## config.mk

```make
export PLATFORM = sky130hd
export DESIGN_NAME = nvs_seq_top
export DESIGN_NICKNAME = d
export VERILOG_FILES = /design/src/rtl/nvs_pkg.sv /design/src/rtl/nvs_req_qual.sv /design/src/rtl/nvs_timer.sv /design/src/rtl/nvs_fsm.sv /design/src/rtl/nvs_seq_top.sv
export SDC_FILE = /design/constraint.sdc
export NUM_CORES = 1
export LEC_CHECK = 0
export BUFFER_PORTS_ARGS = -buffer_cell sky130_fd_sc_hd__buf_2
export CAP_MARGIN = 20
export CORE_MARGIN = 2
export CORE_UTILIZATION = 47
export CTS_CLUSTER_DIAMETER = 100
export DETAILED_ROUTE_END_ITERATION = 10
export PLACE_DENSITY = 0.72
export SETUP_SLACK_MARGIN = 0.05
export SYNTH_ARGS = -nofsm -noshare
export SYNTH_HDL_FRONTEND = slang
export SYNTH_SLANG_ARGS = --single-unit
export TNS_END_PERCENT = 10
```

## constraint.sdc

```tcl
create_clock -name clk -period 1.6 [get_ports clk]
set_input_delay 0.32 -clock clk [delete_from_list [all_inputs] [get_ports clk]]
set_output_delay 0.32 -clock clk [all_outputs]
set_load 0.01 [all_outputs]
```

## src/rtl/nvs_pkg.sv

```systemverilog
// Package: shared types for the nonvolatile store/recall sequencer.
// Assumes: nothing beyond IEEE 1800-2017 packed types.
package nvs_pkg;

    // Sequencer states; PWR_WAIT is the reset-wait before power-up recall.
    typedef enum logic [2:0] {
        ST_PWR_WAIT = 3'd0,
        ST_IDLE     = 3'd1,
        ST_CLEAR    = 3'd2,
        ST_XFER     = 3'd3,
        ST_STORE    = 3'd4,
        ST_WAIT_REL = 3'd5
    } nvs_state_e;

    // Decoded request intent for one idle cycle.
    typedef struct packed {
        logic any_req;
        logic go_store;
        logic go_recall;
        logic drop_store;
    } nvs_req_t;

endpackage

```

## src/rtl/nvs_req_qual.sv

```systemverilog
// Module: nvs_req_qual
// Sorts the three request levels into one intent per cycle. A store beats
// a recall. A store with the supply low becomes a drop, which the sequencer
// uses to wait for release.
// Assumes: the inputs are synchronous levels; edge handling lives in the FSM.
module nvs_req_qual
    import nvs_pkg::*;
(
    input  logic     sw_store_req,
    input  logic     sw_recall_req,
    input  logic     hw_store_req,
    input  logic     supply_ok,
    output nvs_req_t req
);

    logic store_any;

    // Combine the two store sources and apply priority and supply inhibit.
    always_comb begin
        store_any      = sw_store_req | hw_store_req;
        req.any_req    = store_any | sw_recall_req;
        req.go_store   = store_any & supply_ok;
        req.drop_store = store_any & ~supply_ok;
        req.go_recall  = sw_recall_req & ~store_any;
    end

endmodule

```

## src/rtl/nvs_timer.sv

```systemverilog
// Module: nvs_timer
// Loadable down-counter that times one phase. Loading N-1 on entry to a
// phase makes zero go high in the phase's last cycle.
// Assumes: load is asserted only in the cycle that enters a timed phase.
module nvs_timer #(
    parameter int CNT_W = 8
) (
    input  logic             clk,
    input  logic             rst_n,
    input  logic             load,
    input  logic [CNT_W-1:0] load_val,
    output logic             zero
);

    logic [CNT_W-1:0] cnt_q;

    // Load on phase entry, otherwise count down and hold at zero.
    always_ff @(posedge clk) begin
        if (!rst_n) begin
            cnt_q <= '0;
        end else if (load) begin
            cnt_q <= load_val;
        end else if (cnt_q != '0) begin
            cnt_q <= cnt_q - 1'b1;
        end
    end

    // Flag the final cycle of the phase.
    always_comb zero = (cnt_q == '0);

endmodule

```

## src/rtl/nvs_fsm.sv

```systemverilog
// Module: nvs_fsm
// State machine for power-up wait, idle, the two-phase recall, store and
// release wait. It decides when the phase timer loads and what it loads,
// and reports the end of a power-up recall that was not aborted.
// Assumes: tmr_zero comes from an nvs_timer driven by load/load_val.
module nvs_fsm
    import nvs_pkg::*;
#(
    parameter int CLEAR_CYC = 4,
    parameter int XFER_CYC  = 8,
    parameter int STORE_CYC = 16,
    parameter int CNT_W     = 5
) (
    input  logic             clk,
    input  logic             rst_n,
    input  nvs_req_t         req,
    input  logic             supply_ok,
    input  logic             tmr_zero,
    output nvs_state_e       state,
    output logic             tmr_load,
    output logic [CNT_W-1:0] tmr_val,
    output logic             restore_end
);

    localparam logic [CNT_W-1:0] CLEAR_LD = CNT_W'(CLEAR_CYC - 1);
    localparam logic [CNT_W-1:0] XFER_LD  = CNT_W'(XFER_CYC - 1);
    localparam logic [CNT_W-1:0] STORE_LD = CNT_W'(STORE_CYC - 1);

    nvs_state_e state_q, state_d;
    logic       auto_q, auto_d;
    logic       auto_abort;

    // Next-state, timer load and power-up tracking.
    always_comb begin
        state_d    = state_q;
        auto_d     = auto_q;
        tmr_load   = 1'b0;
        tmr_val    = '0;
        auto_abort = auto_q & ~supply_ok;
        unique case (state_q)
            ST_PWR_WAIT: begin
                if (supply_ok) begin
                    state_d  = ST_CLEAR;
                    auto_d   = 1'b1;
                    tmr_load = 1'b1;
                    tmr_val  = CLEAR_LD;
                end
            end
            ST_IDLE: begin
                if (req.go_store) begin
                    state_d  = ST_STORE;
                    tmr_load = 1'b1;
                    tmr_val  = STORE_LD;
                end else if (req.go_recall) begin
                    state_d  = ST_CLEAR;
                    tmr_load = 1'b1;
                    tmr_val  = CLEAR_LD;
                end else if (req.drop_store) begin
                    state_d = ST_WAIT_REL;
                end
            end
            ST_CLEAR: begin
                if (auto_abort) begin
                    state_d = ST_PWR_WAIT;
                    auto_d  = 1'b0;
                end else if (tmr_zero) begin
                    state_d  = ST_XFER;
                    tmr_load = 1'b1;
                    tmr_val  = XFER_LD;
                end
            end
            ST_XFER: begin
                if (auto_abort) begin
                    state_d = ST_PWR_WAIT;
                    auto_d  = 1'b0;
                end else if (tmr_zero) begin
                    state_d = ST_WAIT_REL;
                    auto_d  = 1'b0;
                end
            end
            ST_STORE: begin
                if (tmr_zero) begin
                    state_d = ST_WAIT_REL;
                end
            end
            ST_WAIT_REL: begin
                if (!req.any_req) begin
                    state_d = ST_IDLE;
                end
            end
            default: begin
                state_d = ST_PWR_WAIT;
                auto_d  = 1'b0;
            end
        endcase
    end

    // State and power-up flag registers.
    always_ff @(posedge clk) begin
        if (!rst_n) begin
            state_q <= ST_PWR_WAIT;
            auto_q  <= 1'b0;
        end else begin
            state_q <= state_d;
            auto_q  <= auto_d;
        end
    end

    // Export the state and the clean end of a power-up recall.
    always_comb begin
        state       = state_q;
        restore_end = (state_q == ST_XFER) & tmr_zero & auto_q & supply_ok;
    end

endmodule

```

## src/rtl/nvs_seq_top.sv

```systemverilog
// Module: nvs_seq_top
// Top of the store/recall sequencer. It joins request qualification, the
// phase timer and the FSM. It decodes the strobes and busy from the state,
// and registers the write-corruption flag.
// Assumes: all inputs are synchronous to clk; phase lengths are at least 1.
module nvs_seq_top
    import nvs_pkg::*;
#(
    parameter int CLEAR_CYC = 4,
    parameter int XFER_CYC  = 8,
    parameter int STORE_CYC = 16
) (
    input  logic clk,
    input  logic rst_n,
    input  logic sw_store_req,
    input  logic sw_recall_req,
    input  logic hw_store_req,
    input  logic supply_ok,
    input  logic ext_we,
    output logic busy,
    output logic clear_stb,
    output logic recall_stb,
    output logic store_stb,
    output logic write_corrupt
);

    localparam int MAX_CYC = (CLEAR_CYC > XFER_CYC)
                           ? ((CLEAR_CYC > STORE_CYC) ? CLEAR_CYC : STORE_CYC)
                           : ((XFER_CYC > STORE_CYC) ? XFER_CYC : STORE_CYC);
    localparam int CNT_W   = (MAX_CYC < 2) ? 1 : $clog2(MAX_CYC);

    nvs_req_t         req;
    nvs_state_e       state;
    logic             tmr_load;
    logic [CNT_W-1:0] tmr_val;
    logic             tmr_zero;
    logic             restore_end;
    logic             corrupt_q;

    nvs_req_qual u_req (
        .sw_store_req  (sw_store_req),
        .sw_recall_req (sw_recall_req),
        .hw_store_req  (hw_store_req),
        .supply_ok     (supply_ok),
        .req           (req)
    );

    nvs_timer #(.CNT_W(CNT_W)) u_tmr (
        .clk      (clk),
        .rst_n    (rst_n),
        .load     (tmr_load),
        .load_val (tmr_val),
        .zero     (tmr_zero)
    );

    nvs_fsm #(
        .CLEAR_CYC (CLEAR_CYC),
        .XFER_CYC  (XFER_CYC),
        .STORE_CYC (STORE_CYC),
        .CNT_W     (CNT_W)
    ) u_fsm (
        .clk         (clk),
        .rst_n       (rst_n),
        .req         (req),
        .supply_ok   (supply_ok),
        .tmr_zero    (tmr_zero),
        .state       (state),
        .tmr_load    (tmr_load),
        .tmr_val     (tmr_val),
        .restore_end (restore_end)
    );

    // Capture a write active in the final power-up transfer cycle.
    always_ff @(posedge clk) begin
        if (!rst_n) begin
            corrupt_q <= 1'b0;
        end else begin
            corrupt_q <= restore_end & ext_we;
        end
    end

    // Decode strobes and busy straight from the state.
    always_comb begin
        clear_stb     = (state == ST_CLEAR);
        recall_stb    = (state == ST_XFER);
        store_stb     = (state == ST_STORE);
        busy          = (state == ST_PWR_WAIT) | clear_stb | recall_stb | store_stb;
        write_corrupt = corrupt_q;
    end

endmodule

```

==> summary.txt <==
Detailed routing
  – DRC viols: 0
  – Initial DRC Count: 27
  – Total number of vias: 736
  – Routed WL: 1.97 mm
  – DR vias/cell: 5.80
  – Antenna viol nets, final: 0
  – WL/cell: 15.5 um
  – Drt pass-1 iters: 4

Worst setup path
  – WP data arrival: 1.86 ns
  – Buffers & Inverters on Critical Path: 2
  – RR Endpoint: u_fsm.state[1]$_SDFFE_PN0P_
  – Setup crit end kind: register
  – CP required: 1.81 ns
  – Crit path launch: u_tmr.cnt_q[1]$_SDFFE_PN0P_
  – Max FO, Critical Path: 4
  – Setup crit start kind: register
  – Critical path's top delay family: compound AO/OA/AOI/OAI gates
  – Setup Crit Path Kind: reg -> reg
  – Flop-to-flop setup slack: -0.04 ns
  – Critical-path cell list: inv_2 > ha_4 > nor3b_4 > nor2_4 > a311oi_4 > buf_4 > a32o_1
  – R2R depth: 7
  – Critical-path top delay cell: a311oi_4
  – CP max stage delay: 0.40 ns
  – Crit Reg-Reg Startpoint: u_tmr.cnt_q[1]$_SDFFE_PN0P_

STA
  – Hold Fails Final Rpt: 0
  – Worst-Margin Slew: 0.351 ns
  – Final setup vio count: 3
  – RSZ-0062 raised after global routing: true
  – Crit path time final: 1.64 ns
  – Fmax: 0.608 GHz
  – Tcrit/Tclk final: 1.03
  – Relative slew slack: 0.766
  – Smallest hold slack: 0.272 ns
  – Clock skew: 0.00533 ns
  – Fin worst setup slack: -0.0443 ns
  – Max-slew violation total from the final report: 0

Hold path
  – Hold Path End: write_corrupt$_SDFF_PN0_
  – Worst Hold Depth: 3
  – Worst Hold Class: in -> reg
  – Hold path startpoint: ext_we

Floorplanning
  – Die height: 41.5 um
  – Die area: 1720 sq um
  – Die X-Extent: 41.5 um
  – Io pins: 12
  – Starting Density: 0.508
  – Core area: 1300 sq um
  – # rows: 13

Power
  – Leakage: 0.388 nW
  – Peak supply drop: 0.970 mV
  – Pwr Density: 1910 nW/um^2

Synthesis
  – Distinct cells, synth: 36
  – Syn Area/Cell: 7.86 sq um
  – #FFs+latches synth: 9
  – Syn_nets: 92
  – Yosys warns: 0
  – EDFF count, synth: 0
  – Async SR Flop Fraction: 0
  – Post-synth top flop: dfxtp_1
  – Mapped Area: 661 sq um
  – Gate Count Post-Synth: 84
  – Post-synthesis sequential area ratio: 0.273

Clocking
  – Hold_buf cts: 0
  – Root Buffer: clkbuf_4
  – Clk buf depth: 2
  – TritonCTS clock tree: yes
  – Total CTS buffers: 3
  – CTS Sinks: 9
  – H-tree Lvls: 1
  – Clk_lat worst skew: 0.27 ns
  – Clk slew on worst S/H paths: 0.07 ns

Global route
  – First-pass GRT wire length: 2.74 mm
  – Pin count of the biggest net entering global routing: 11
  – Vias in the first global route: 631
  – Grt ovf: 0
  – Initial antenna violation count: 0
  – Tot GR Track Use: 0.204

Final layout
  – Fraction of layout cells with a size suffix above 1: 0.455
  – Diodes inserted: 0
  – Fill cells: 98
  – Nets: 121
  – Final Cell Area: 940 sq um
  – Syn-to-layout area delta: 42.2%

Status
  – Failing checks: negative setup slack
  – Status: finished with violations

Run
  – Max Cap Violations: 0

Placement
  – Hpwl dp: 1.22 mm
  – Final GP Congestion: 0.802
  – Port bufs: 11
  – Placed Area: 793 sq um
[report_power, final]
| part | switching, W | internal [W] | total, W |
|---|---|---|---|
| registers | 0.000120 | 0.000315 | 0.000435 |
| clock network | 0.0000995 | 0.0000967 | 0.000196 |
| logic | 0.000535 | 0.000633 | 0.00117 |
| total | 0.000754 | 0.00104 | 0.00180 |
[how the worst max path moves through the flow]
stage                                        to  slack [ns]  cells after the start
floorplan           u_tmr.cnt_q[3]$_SDFFE_PN0P_        0.05                      7
global route        u_fsm.state[1]$_SDFFE_PN0P_        -0.1                      7
global placement    u_tmr.cnt_q[3]$_SDFFE_PN0P_        0.04                      7
CTS                 u_fsm.state[0]$_SDFFE_PN0P_        0.03                      7
detailed placement  u_fsm.state[2]$_SDFFE_PN0P_       -0.05                      7
finish              u_fsm.state[1]$_SDFFE_PN0P_       -0.04                      7
[cells in the final DEF, fill, tap and decap left out, types with 2 or more instances in the layout]
master | synthesis | final
buf_4 | 0 | 17
buf_2 | 3 | 11
nand2_1 | 8 | 8
a21oi_1 | 5 | 5
nor2_1 | 6 | 5
and2_1 | 4 | 4
dfxtp_1 | 9 | 4
nor2b_1 | 5 | 3
o211ai_1 | 3 | 3
xnor2_1 | 3 | 3
o21ai_0 | 3 | 3
clkbuf_4 | 0 | 3
dfxtp_2 | 0 | 3
nor2b_2 | 0 | 2
nand2b_1 | 2 | 2
inv_2 | 0 | 2
nand3_1 | 2 | 2
inv_1 | 4 | 2
o21a_1 | 2 | 2
nor3_1 | 2 | 2
dfxtp_4 | 0 | 2
[worst reg2reg max path: stages (launching register included)]
cell	delay, ns
dfxtp_2	0.32
inv_2	0.06
ha_4	0.13
nor3b_4	0.29
nor2_4	0.07
a311oi_4	0.40
buf_4	0.19
a32o_1	0.13
[sequential cells by signal (all words and copies together) (netlist names)]
register,count
u_tmr.cnt_q,4
u_fsm.state,3
write_corrupt,1
u_fsm.auto_q,1
[routing by layer]
layer | part of all wire | vias to the layer above | GRT usage
li1 | - | 358 | -
met1 | 0.46 | 344 | 0.278
met2 | 0.47 | 28 | 0.319
met3 | 0.050 | 6 | 0.0304
met4 | 0.017 | 0 | 0.0903
met5 | 0 | - | 0
[what timing repair did]
action | 4_1_cts | 5_1_grt
setup buffers | 5 | 2
hold endpoints to repair | 0 | 0
pin swaps | 4 | 5
endpoints found under the setup margin | 8 | 11
resized for setup | 9 | 10
[final cells by class]
class	count	area (sq um)	share of cell area
Clock buffer	4	26.3	0.0280
Tap cell	15	18.8	0.0200
Sequential cell	9	191	0.204
Inverter	4	15.0	0.0160
Timing Repair Buffer	28	183	0.194
Multi-Input combinational cell	67	505	0.538
[through the flow]
step / util / TNS (ns) / power (W) / setup WS [ns] / cells
after global placement: 0.610 / 0 / 0.00121 / 0.0385 / 116
after global routing: 0.722 / -0.275 / 0.00189 / -0.100 / 127
after detailed placement: 0.610 / -0.0802 / 0.00124 / -0.0524 / 116
after floorplan: - / 0 / 0.000966 / 0.0536 / 84
after CTS: 0.678 / 0 / 0.00160 / 0.0275 / 125
final: 0.722 / -0.0632 / 0.00180 / -0.0443 / 127
[kinds of logic (layout without fill, tap and decap cells)]
kind of cell,count (synthesis),in the layout,synth area share
AO/OA/AOI/OAI,24,24,0.263
XOR/XNOR,3,3,0.0398
adder cells (fa/ha/maj),1,1,0.0189
buffers and inverters,8,36,0.0511
flip-flops,9,9,0.273
multiplexers,2,2,0.0303
AND/OR/NAND/NOR,37,37,0.324
[cell usage after synthesis (2+ instances only)]
| cell | instances | area, sq um |
|---|---|---|
| a21oi_1 | 5 | 25.0 |
| nand3_1 | 2 | 10.0 |
| o21a_1 | 2 | 15.0 |
| nand2_1 | 8 | 30.0 |
| o21ai_0 | 3 | 15.0 |
| mux2i_1 | 2 | 20.0 |
| o211ai_1 | 3 | 22.5 |
| nor3_1 | 2 | 10.0 |
| dfxtp_1 | 9 | 180 |
| nor2b_1 | 5 | 31.3 |
| o31ai_1 | 2 | 15.0 |
| xnor2_1 | 3 | 26.3 |
| and2_1 | 4 | 25.0 |
| nand2b_1 | 2 | 12.5 |
| buf_2 | 3 | 15.0 |
| inv_1 | 4 | 15.0 |
| nor2_1 | 6 | 22.5 |
Note: power is estimated with default switching activity, not from simulation.
